`src/rtl/segport_pkg.sv`:
```
package segport_pkg;

  typedef enum logic {
    REG_DATA = 1'b0,
    REG_MUX  = 1'b1
  } reg_sel_e;

  typedef struct packed {
    logic dataWr;
    logic muxWr;
    logic rdMux;
    logic hideLow;
  } seg_strobes_t;

endpackage

```
`src/rtl/segport_ctrl.sv`:
```
module segport_ctrl
  import segport_pkg::*;
(
  input  logic         regWrEn,
  input  logic         regSel,
  input  logic         upperForce,
  input  logic         optMapSel,
  output seg_strobes_t stb
);

  reg_sel_e sel;

  always_comb begin
    sel         = reg_sel_e'(regSel);
    stb.dataWr  = regWrEn && (sel == REG_DATA);
    stb.muxWr   = regWrEn && (sel == REG_MUX) && !upperForce;
    stb.rdMux   = (sel == REG_MUX);
    stb.hideLow = optMapSel;
  end

endmodule

```
`src/rtl/segport_datapath.sv`:
```
module segport_datapath
  import segport_pkg::*;
#(
  parameter int PORT_W    = 8,
  parameter int GROUP_W   = 4,
  parameter int OPT_LOW_W = 4,
  parameter logic [PORT_W-1:0] READ_ONES = 1,
  localparam int NUM_GROUPS = PORT_W / GROUP_W
)(
  input  logic                  clk,
  input  logic                  rstN,
  input  seg_strobes_t          stb,
  input  logic [PORT_W-1:0]     wrData,
  input  logic [NUM_GROUPS-1:0] groupForce,
  input  logic [PORT_W-1:0]     lcdSeg,
  output logic [PORT_W-1:0]     portOut,
  output logic [PORT_W-1:0]     rdData,
  output logic [PORT_W-1:0]     dataQ,
  output logic [PORT_W-1:0]     muxQ
);

  localparam logic [PORT_W-1:0] LOW_MASK =
    {{(PORT_W-OPT_LOW_W){1'b0}}, {OPT_LOW_W{1'b1}}};

  logic [PORT_W-1:0] pinGpio;
  logic [PORT_W-1:0] muxVisible;

  always_ff @(posedge clk or negedge rstN) begin
    if (!rstN) begin
      dataQ <= '1;
    end else if (stb.dataWr) begin
      dataQ <= wrData;
    end
  end

  always_ff @(posedge clk or negedge rstN) begin
    if (!rstN) begin
      muxQ <= '0;
    end else if (stb.muxWr) begin
      muxQ <= wrData;
    end
  end

  for (genvar p = 0; p < PORT_W; p++) begin : g_pin
    assign pinGpio[p] = muxQ[p] | groupForce[p / GROUP_W];
    assign portOut[p] = pinGpio[p] ? dataQ[p] : lcdSeg[p];
  end

  always_comb begin
    muxVisible = stb.hideLow ? (muxQ & ~LOW_MASK) : muxQ;
    rdData     = stb.rdMux ? muxVisible : (dataQ | READ_ONES);
  end

endmodule

```
`src/rtl/segport_mux.sv`:
```
module segport_mux
  import segport_pkg::*;
#(
  parameter int PORT_W    = 8,
  parameter int GROUP_W   = 4,
  parameter int OPT_LOW_W = 4,
  parameter logic [PORT_W-1:0] READ_ONES = 1,
  localparam int NUM_GROUPS = PORT_W / GROUP_W
)(
  input  logic                  clk,
  input  logic                  rstN,
  input  logic                  regWrEn,
  input  logic                  regSel,
  input  logic [PORT_W-1:0]     wrData,
  output logic [PORT_W-1:0]     rdData,
  input  logic [NUM_GROUPS-1:0] nibForce,
  input  logic                  optMapSel,
  input  logic [PORT_W-1:0]     lcdSeg,
  output logic [PORT_W-1:0]     portOut
);

  seg_strobes_t      stb;
  logic [PORT_W-1:0] dataQ;
  logic [PORT_W-1:0] muxQ;

  segport_ctrl i_ctrl (
    .regWrEn    (regWrEn),
    .regSel     (regSel),
    .upperForce (nibForce[NUM_GROUPS-1]),
    .optMapSel  (optMapSel),
    .stb        (stb)
  );

  segport_datapath #(
    .PORT_W    (PORT_W),
    .GROUP_W   (GROUP_W),
    .OPT_LOW_W (OPT_LOW_W),
    .READ_ONES (READ_ONES)
  ) i_dp (
    .clk        (clk),
    .rstN       (rstN),
    .stb        (stb),
    .wrData     (wrData),
    .groupForce (nibForce),
    .lcdSeg     (lcdSeg),
    .portOut    (portOut),
    .rdData     (rdData),
    .dataQ      (dataQ),
    .muxQ       (muxQ)
  );

endmodule

```
`config.mk`:
```
export PLATFORM = sky130hd
export DESIGN_NAME = segport_mux
export DESIGN_NICKNAME = d
export VERILOG_FILES = /design/src/rtl/segport_pkg.sv /design/src/rtl/segport_ctrl.sv /design/src/rtl/segport_datapath.sv /design/src/rtl/segport_mux.sv
export SDC_FILE = /design/constraint.sdc
export NUM_CORES = 1
export LEC_CHECK = 0
export BUFFER_PORTS_ARGS = -buffer_cell sky130_fd_sc_hd__clkbuf_2
export CORE_ASPECT_RATIO = 0.6
export CORE_MARGIN = 1.5
export CORE_UTILIZATION = 35
export CTS_BUF_LIST = sky130_fd_sc_hd__clkbuf_16
export CTS_CLUSTER_SIZE = 40
export DETAILED_ROUTE_END_ITERATION = 6
export SETUP_SLACK_MARGIN = 0.2
export SYNTH_ARGS = -nofsm -noshare
export SYNTH_HDL_FRONTEND = slang
export SYNTH_SLANG_ARGS = --single-unit
```
`constraint.sdc`:
```
create_clock -name clk -period 1.65 [get_ports clk]
set_input_delay 0.2475 -clock clk [delete_from_list [all_inputs] [get_ports clk]]
set_output_delay 0.2475 -clock clk [all_outputs]
set_load 0.05 [all_outputs]
```
==> results of run 1 <==
cells by family (layout without fill, tap and decap cells):
logic type / count (synthesis) / in the layout
compound gates: 4 / 4
buf+inv: 4 / 52
flops: 16 / 16
mux: 28 / 28
simple gates: 12 / 12
state kept, by name (all words and copies together), names as in the netlist:
signal	cells
i_dp.muxQ	8
i_dp.dataQ	8
repair_timing:
action                                  4_1_cts  5_1_grt
hold buffers                                  1        0
resized for setup                            31       18
hold endpoints to repair                      8        0
buffers inserted                              5        0
pin swaps                                     8        2
endpoints found under the setup margin       12       13
per-layer routing:
metal / global-route usage [%] / up-vias
met5: 0 / -
met4: 3.60 / 0
met3: 6.72 / 5
met2: 18.4 / 25
met1: 21.1 / 318
li1: - / 325
final cells by class:
cell class                 count  area (um2)
multi-input combinational     44         490
timing repair buffer          46         352
fill                         179         901
inverter                       2        7.51
clock inverter                 1        3.75
clock buffer                   3        75.1
sequential                    16         410
tap                           30        37.5
power groups by stage:
stage / combinational [uW] / sequential (uW) / clock [uW]
after floorplan: 442 / 520 / 0
after global placement: 539 / 532 / 0
after detailed placement: 544 / 533 / 0
after CTS: 680 / 528 / 476
after global routing: 745 / 541 / 498
final: 712 / 533 / 465
synth_stat cells (all sizes together):
master / number
nand3b: 1
o21ai: 1
buf: 2
dfstp: 8
nor2: 8
a22o: 2
nor2b: 2
nand2: 1
mux2: 28
dfrtp: 8
o2bb2ai: 1
inv: 2
through the flow:
| step | hold WS [ps] | area (um2) | utilization [%] | power, uW |
|---|---|---|---|---|
| after global placement | 189 | 1110 | 48.6 | 1070 |
| after floorplan | -48.1 | 886 | - | 962 |
| after detailed placement | 193 | 1110 | 48.6 | 1080 |
| final | 254 | 1380 | 60.4 | 1710 |
| after CTS | 248 | 1350 | 59.2 | 1680 |
| after global routing | 254 | 1380 | 60.4 | 1780 |
worst max-delay path by stage:
stage                            start    endpoint  slack, ps  depth (start not counted)
after global placement          regSel   rdData[2]        270                          4
after floorplan                 regSel   rdData[3]        210                          3
final                     i_dp.muxQ[7]  portOut[7]        100                          3
after detailed placement        regSel   rdData[2]        250                          4
after CTS                 i_dp.muxQ[6]  portOut[6]        140                          3
after global routing      i_dp.muxQ[7]  portOut[7]         80                          3
==> flow_summary.ini, run 1 <==
[final_layout]
syn2layout_area_growth_pct = 55.4
fin_cells = 142
num_antenna_cells = 0
mostFrequentLayoutCell = clkbuf_2
fin_nets = 136
drive_above_1_share_pct = 82.1
final_cell_mix = clkbuf_2 (22), mux2_4 (16), mux2_2 (12)

[detailed_routing]
vias_per_cell = 4.74
wl_um = 2050
ant_nets = 0
wl_per_cell_um = 14.4
met3_wirelength_um = 126
route.met2.wl_um = 876
first_pass_iters = 4
top_layer = met4
drt_drc_violations_left = 0
vias = 673
wirelength_met1_um = 1030
initialDrtViolationCount = 17

[setup_path]
path_buf_inv = 1
crit_chain = nor2_1 > mux2_4 > clkbuf_8
reg2reg_to = i_dp.muxQ[2]
start_kind = register
worst-r2r-setup-slack_ps = 760
worstRegToRegCells = 2
worst-setup-path-type = reg2out
r2r_start = i_dp.muxQ[2]
critPathMaxFanout = 2
cp_slowest_cell = dfrtp_1
cp_data_required_time_ps = 1400
setup.worst_path.end_class = primary output
crit_arrival_ps = 1300
crit_family = flip-flops
cp_slowest_stage_delay_ps = 370

[min_path]
hold_depth = 2
hold_class = in2reg
whs_endpoint = i_dp.dataQ[3]
holdCritStartpoint = wrData[3]

[status]
status = finished, final reports clean

[placed_design]
place_ws_ps = 252
placedCellCount = 132
finalWeightedCongestion = 0.746
port-buffer-count = 38

[yosys]
yosysTopAreaCell = mux2_2
netlist_instances = 64
yosysTopAreaCellShare_pct = 25.4
synth_compound_area_share_pct = 3.53
synth_area_leaders = mux2_2 (25%), dfstp_2 (24%), dfrtp_1 (23%)
yosys_warnings = 0
synth_cell_types = 14
synth-xor-area-share_pct = 0
synthAdderAreaFrac_pct = 0
postSynthAreaPerCell_um2 = 13.8
synthMuxAreaShare_pct = 39.0
synth_top_family_by_area = multiplexers
ys_seq_area_share_pct = 46.3
syn_area_um2 = 886
synth-simple-area-share_pct = 7.77
ys_ff_latch = 16
syn_nets = 87

[clocking]
clk_pin_slew_ps = 50
cts_buffers = 3
cts_tree = done
root_buffer = clkbuf_16
htreeDepth = 1
clock_path_buffers = 2
insertion_delay_ps = 240
cts.sinks = 16

[sta]
finalClockSkew_ps = 0
fin_ws_ps = 104
fin_crit_ps = 1550
worst_slew_pin_slew_ps = 407
setup_violations = 0
drv_slew = 0
hold_viol_final = 0
max_freq_mhz = 647
max_slew_margin_pct = 72.9
min_period_over_period_pct = 93.7
rsz0062_at_grt = true
tns_ps = 0

[floorplan]
ios = 39
die_w_um = 68.0
design.die.area_mm2 = 0.00285
core_area_mm2 = 0.00228
chipHeight_um = 42.0
core.rowCount = 13
initial_core_util_pct = 38.9

[global_routing]
grt_max_degree = 17
antenna_found_initial = 0
grt.overflow.total = 0
grt_pass1_vias = 590
grt_pass1_wl_um = 2860
grt_use_total_pct = 14.3

[power]
combPwrFrac_pct = 41.6
p_leak_uw = 0.000674
p_int_uw = 1140
pwr_density_cell_mw_per_mm2 = 1240
ir_drop_v = 0.000534
p_sw_share_pct = 33.5
pwr-share-clk_pct = 27.2
seq_power_share_pct = 31.2
p_sw_uw = 573

[flow_run]
drv_cap = 0
Note: power is estimated with default switching activity, not from simulation.
==> run 2: changes to the inputs <==
Settings changed: CORE_ASPECT_RATIO 0.6 to not set, CORE_UTILIZATION 35 to 49, PLACE_DENSITY set to 0.82.
==> run 2 against run 1 <==
- sequential share of layout area is 0.081 points lower
- die area is 27% lower
- first-iteration DRC count is 65% lower
- critical path type unchanged
- critical endpoint unchanged
==> flow_summary.ini, run 2 (synthesis results as in run 1) <==
[detailed_routing]
wirelength_met1_um = 919
route.met2.wl_um = 1060
vias_per_cell = 5.02
met3_wirelength_um = 61
first_pass_iters = 4
initialDrtViolationCount = 6
drt_drc_violations_left = 0
ant_nets = 0
wl_per_cell_um = 15.0
wl_um = 2050
vias = 688
top_layer = met4

[sta]
rsz0062_at_grt = true
fin_crit_ps = 1560
drv_slew = 0
setup_violations = 0
hold_viol_final = 0
finalClockSkew_ps = 0
max_slew_margin_pct = 72.4
max_freq_mhz = 641
fin_ws_ps = 91.0
tns_ps = 0
worst_slew_pin_slew_ps = 414
min_period_over_period_pct = 94.5

[setup_path]
cp_slowest_stage_delay_ps = 400
worst-r2r-setup-slack_ps = 730
r2r_start = i_dp.muxQ[7]
crit_chain = nor2_2 > mux2_4 > buf_8
crit_arrival_ps = 1310
worst-setup-path-type = reg2out
start_kind = register
cp_slowest_cell = dfrtp_1
critPathMaxFanout = 2
reg2reg_to = i_dp.muxQ[7]
setup.worst_path.end_class = primary output
worstRegToRegCells = 2
cp_data_required_time_ps = 1400

[power]
ir_drop_v = 0.000925
pwr_density_cell_mw_per_mm2 = 1250
p_leak_uw = 0.000680

[final_layout]
fillers = 100
ff_latch_area_um2 = 410
fin_nets = 136
top_regs = i_dp.dataQ (8), i_dp.muxQ (8)
drive_above_1_share_pct = 82.1
syn2layout_area_growth_pct = 55.8
final_cell_mix = clkbuf_2 (23), mux2_4 (16), mux2_2 (12), dfstp_2 (8), dfrtp_1 (8)
multi_input_area_um2 = 490
mostFrequentLayoutCell = clkbuf_2
finalCoreUtilization_pct = 80.8
num_antenna_cells = 0

[clocking]
cts_buffers = 3
insertion_delay_ps = 240
cts_tree = done
clock_path_buffers = 2
root_buffer = clkbuf_16
clk_pin_slew_ps = 50
htreeDepth = 1
cts.sinks = 16

[status]
status = finished, final reports clean

[global_routing]
grt_max_degree = 17
grt_pass1_vias = 692
grt_use_total_pct = 21.3
grt_pass1_wl_um = 3150
grt.overflow.total = 0
antenna_found_initial = 0

[min_path]
hold_depth = 2
holdCritStartpoint = wrData[6]
hold_class = in2reg
whs_endpoint = i_dp.dataQ[6]

[floorplan]
core_area_mm2 = 0.00171
chipHeight_um = 45.5
core.rowCount = 15
die_w_um = 45.5
initial_core_util_pct = 51.9
ios = 39
design.die.area_mm2 = 0.00207

[flow_run]
drv_cap = 0

[placed_design]
port-buffer-count = 38
finalWeightedCongestion = 0.708
place_ws_ps = 281
==> run 2: layout make-up <==
cell class                      count  share of cell area [%]
Inverter                            2                   0.544
Sequential cell                    16                    29.7
Tap cell                           25                    2.27
Clock inverter                      1                   0.272
Multi-Input combinational cell     44                    35.5
Timing Repair Buffer               46                    26.2
Clock buffer                        3                    5.44
==> run 2: through the flow <==
stage                     instance area (um2)  total power [uW]  std cells  hold WS (ps)
after floorplan                           886               962         64         -48.1
after global placement                   1100              1060        127           180
after global routing                     1380              1780        137           257
after CTS                                1330              1670        136           250
after detailed placement                 1100              1080        127           192
final                                    1380              1720        137           254
==> run 2: power breakdown <==
part	internal [uW]	switching (uW)	total [uW]	leakage [uW]
logic	343	378	721	0.000463
registers	483	54.3	537	0.000179
clock network	321	141	461	0.0000385
==> run 2: worst max-delay path: cells and delay by family, from the launching register on <==
kind | cells | cell delay (ps)
DFF | 1 | 400
muxes | 1 | 330
and+or+nand+nor | 1 | 180
buffers and inverters | 1 | 150
==> run 2: how the worst max path moves through the flow <==
stage,from,endpoint,slack (ps),depth (start not counted)
4_1_cts,i_dp.muxQ[6],portOut[6],140,3
3_5_place_dp,regSel,rdData[2],280,4
3_3_place_gp,regSel,rdData[2],300,4
2_1_floorplan,regSel,rdData[3],210,3
6_report,i_dp.muxQ[7],portOut[7],90,3
5_1_grt,i_dp.muxQ[7],portOut[7],70,3
==> run 2: what timing repair did <==
| item | 4_1_cts | 5_1_grt |
|---|---|---|
| endpoints found under the hold margin | 8 | 0 |
| pin swaps | 6 | 2 |
| setup endpoints to repair | 8 | 15 |
| setup buffers | 4 | 1 |
| gates resized for setup | 26 | 25 |
| hold buffers | 1 | 0 |
==> run 2: routing by layer <==
layer | vias to the layer above | global-route usage (%)
li1 | 324 | -
met1 | 342 | 28.7
met5 | - | 0
met2 | 20 | 34.6
met3 | 2 | 1.19
met4 | 0 | 10.6
==> run 3: changes to the inputs <==
Settings changed: CORE_ASPECT_RATIO set to 0.6, CORE_UTILIZATION 49 to 41, GPL_TIMING_DRIVEN set to 0, PLACE_DENSITY 0.82 to 0.74, REMOVE_ABC_BUFFERS set to 1.
Clock period 1.65 ns to 1.3 ns, I/O delays scaled along.
==> run 3 against run 2 <==
- the run now ends with setup timing left
- via count up 3.9%
- wire length up 27%
- cell area up 13%
==> flow_summary.ini, run 3 (synthesis results as in run 1) <==
[status]
status = finished with violations
violations = setup timing

[setup_path]
critPathMaxFanout = 2
cp_data_required_time_ps = 1110
crit_arrival_ps = 1280
start_kind = register
worstRegToRegCells = 3
setup.worst_path.end_class = primary output
worst-setup-path-type = reg2out
reg2reg_to = i_dp.muxQ[0]
endpoint = portOut[5]
cp-startpoint = i_dp.muxQ[5]
r2r_start = i_dp.muxQ[0]
worst-r2r-setup-slack_ps = 290

[floorplan]
die_w_um = 63.0
ios = 39
core.rowCount = 12
initial_core_util_pct = 45.7
design.die.area_mm2 = 0.00246
core_area_mm2 = 0.00194
chipHeight_um = 39.0

[clocking]
clock_path_buffers = 2
clk_pin_slew_ps = 50
insertion_delay_ps = 240
cts_tree = done
cts_buffers = 3
root_buffer = clkbuf_16
htreeDepth = 1
cts.sinks = 16

[detailed_routing]
first_pass_iters = 4
vias = 715
wl_per_cell_um = 18.3
ant_nets = 0
vias_per_cell = 5.00
wl_um = 2620
drt_drc_violations_left = 0
initialDrtViolationCount = 18

[power]
ir_drop_v = 0.00112
pwr_density_cell_mw_per_mm2 = 1550
totalPowerFinal_uw = 2410
p_leak_uw = 0.000760

[final_layout]
syn2layout_area_growth_pct = 75.7
drive_above_1_share_pct = 87.0
mostFrequentLayoutCell = clkbuf_2
final_cell_mix = clkbuf_2 (21), mux2_4 (20), buf_8 (12)
stdcell_area_mm2 = 0.00156
num_antenna_cells = 0
fillers = 115
top_regs = i_dp.dataQ (8), i_dp.muxQ (8)
fin_nets = 139

[sta]
fin_ws_ps = -172
hold_slack_ps = 198
hold_viol_final = 0
max_freq_mhz = 679
min_period_over_period_pct = 113
drv_slew = 0
finalClockSkew_ps = 0
setup_violations = 14
max_slew_margin_pct = 72.3
worst_slew_pin_slew_ps = 415
tns_ps = -1390
fin_crit_ps = 1470
rsz0062_at_grt = true

[placed_design]
port-buffer-count = 38
finalWeightedCongestion = 0.758
place_ws_ps = -91.0
dpl_cell_area_mm2 = 0.00109
dp_hpwl_um = 1360

[min_path]
hold_class = in2reg

[global_routing]
grt_max_degree = 17
grt_use_total_pct = 21.6
antenna_found_initial = 0
grt.overflow.total = 0
grt_pass1_wl_um = 3660
grt_pass1_vias = 721

[flow_run]
drv_cap = 0
run 3: cell count changes in the layout (fill, tap and decap cells not counted), moves of 2 or more:
| cell | previous run | this run |
|---|---|---|
| buf_2 | 2 | 0 |
| clkbuf_16 | 4 | 6 |
| clkbuf_4 | 3 | 1 |
| mux2_4 | 16 | 20 |
| buf_8 | 4 | 12 |
| clkbuf_8 | 4 | 1 |
| buf_6 | 1 | 4 |
| mux2_2 | 12 | 8 |
| clkbuf_2 | 23 | 21 |
run 3: routing by layer:
layer  up-vias  part of all wire, %  track usage, %
met5         -                    0               0
met4         0                  2.4            5.56
met3         6                  4.1            5.83
met2        32                   49            40.2
met1       348                   44            25.5
li1        329                    -               -
run 3: report_power, final:
part	leakage [uW]	switching (uW)	internal (uW)
Combinational	0.000542	539	585
Sequential	0.000179	76.7	613
Clock	0.0000385	192	408
Total	0.000760	808	1610
run 3: timing repair:
item                                    in CTS  in global routing
endpoints found under the hold margin        8                  0
hold buffers                                 1                  0
pin swaps                                   10                  8
endpoints found under the setup margin      24                 16
gates resized for setup                     56                 24
buffers inserted                             9                  1
run 3: worst min-delay path by stage:
| stage | from | endpoint | slack (ps) | depth (start not counted) |
|---|---|---|---|---|
| finish | wrData[0] | i_dp.dataQ[0] | 200 | 2 |
| floorplan | rstN | i_dp.muxQ[0] | -100 | 0 |
| global route | wrData[5] | i_dp.dataQ[5] | 200 | 2 |
| CTS | wrData[2] | i_dp.dataQ[2] | 200 | 2 |
| detailed placement | rstN | i_dp.muxQ[2] | 130 | 1 |
| global placement | rstN | i_dp.muxQ[4] | 130 | 1 |
run 3: layout make-up:
class,count,area (um2),area share (%)
timing repair buffer,49,482,30.9
inverter,2,7.51,0.482
clock buffer,3,75.1,4.82
clock inverter,1,3.75,0.241
sequential,16,410,26.4
multi-input combinational,44,543,34.9
tap,28,35.0,2.25
run 3: stage by stage:
stage               cells  utilization [%]
global placement      128             56.2
finish                143             80.4
CTS                   142             76.8
floorplan              62                -
global route          143             80.4
detailed placement    128             56.2
run 3: worst max-delay path: stages (launching register included):
cell and delay [ps]:
dfrtp_1 400, nor2_2 140, mux2_4 330, buf_8 150
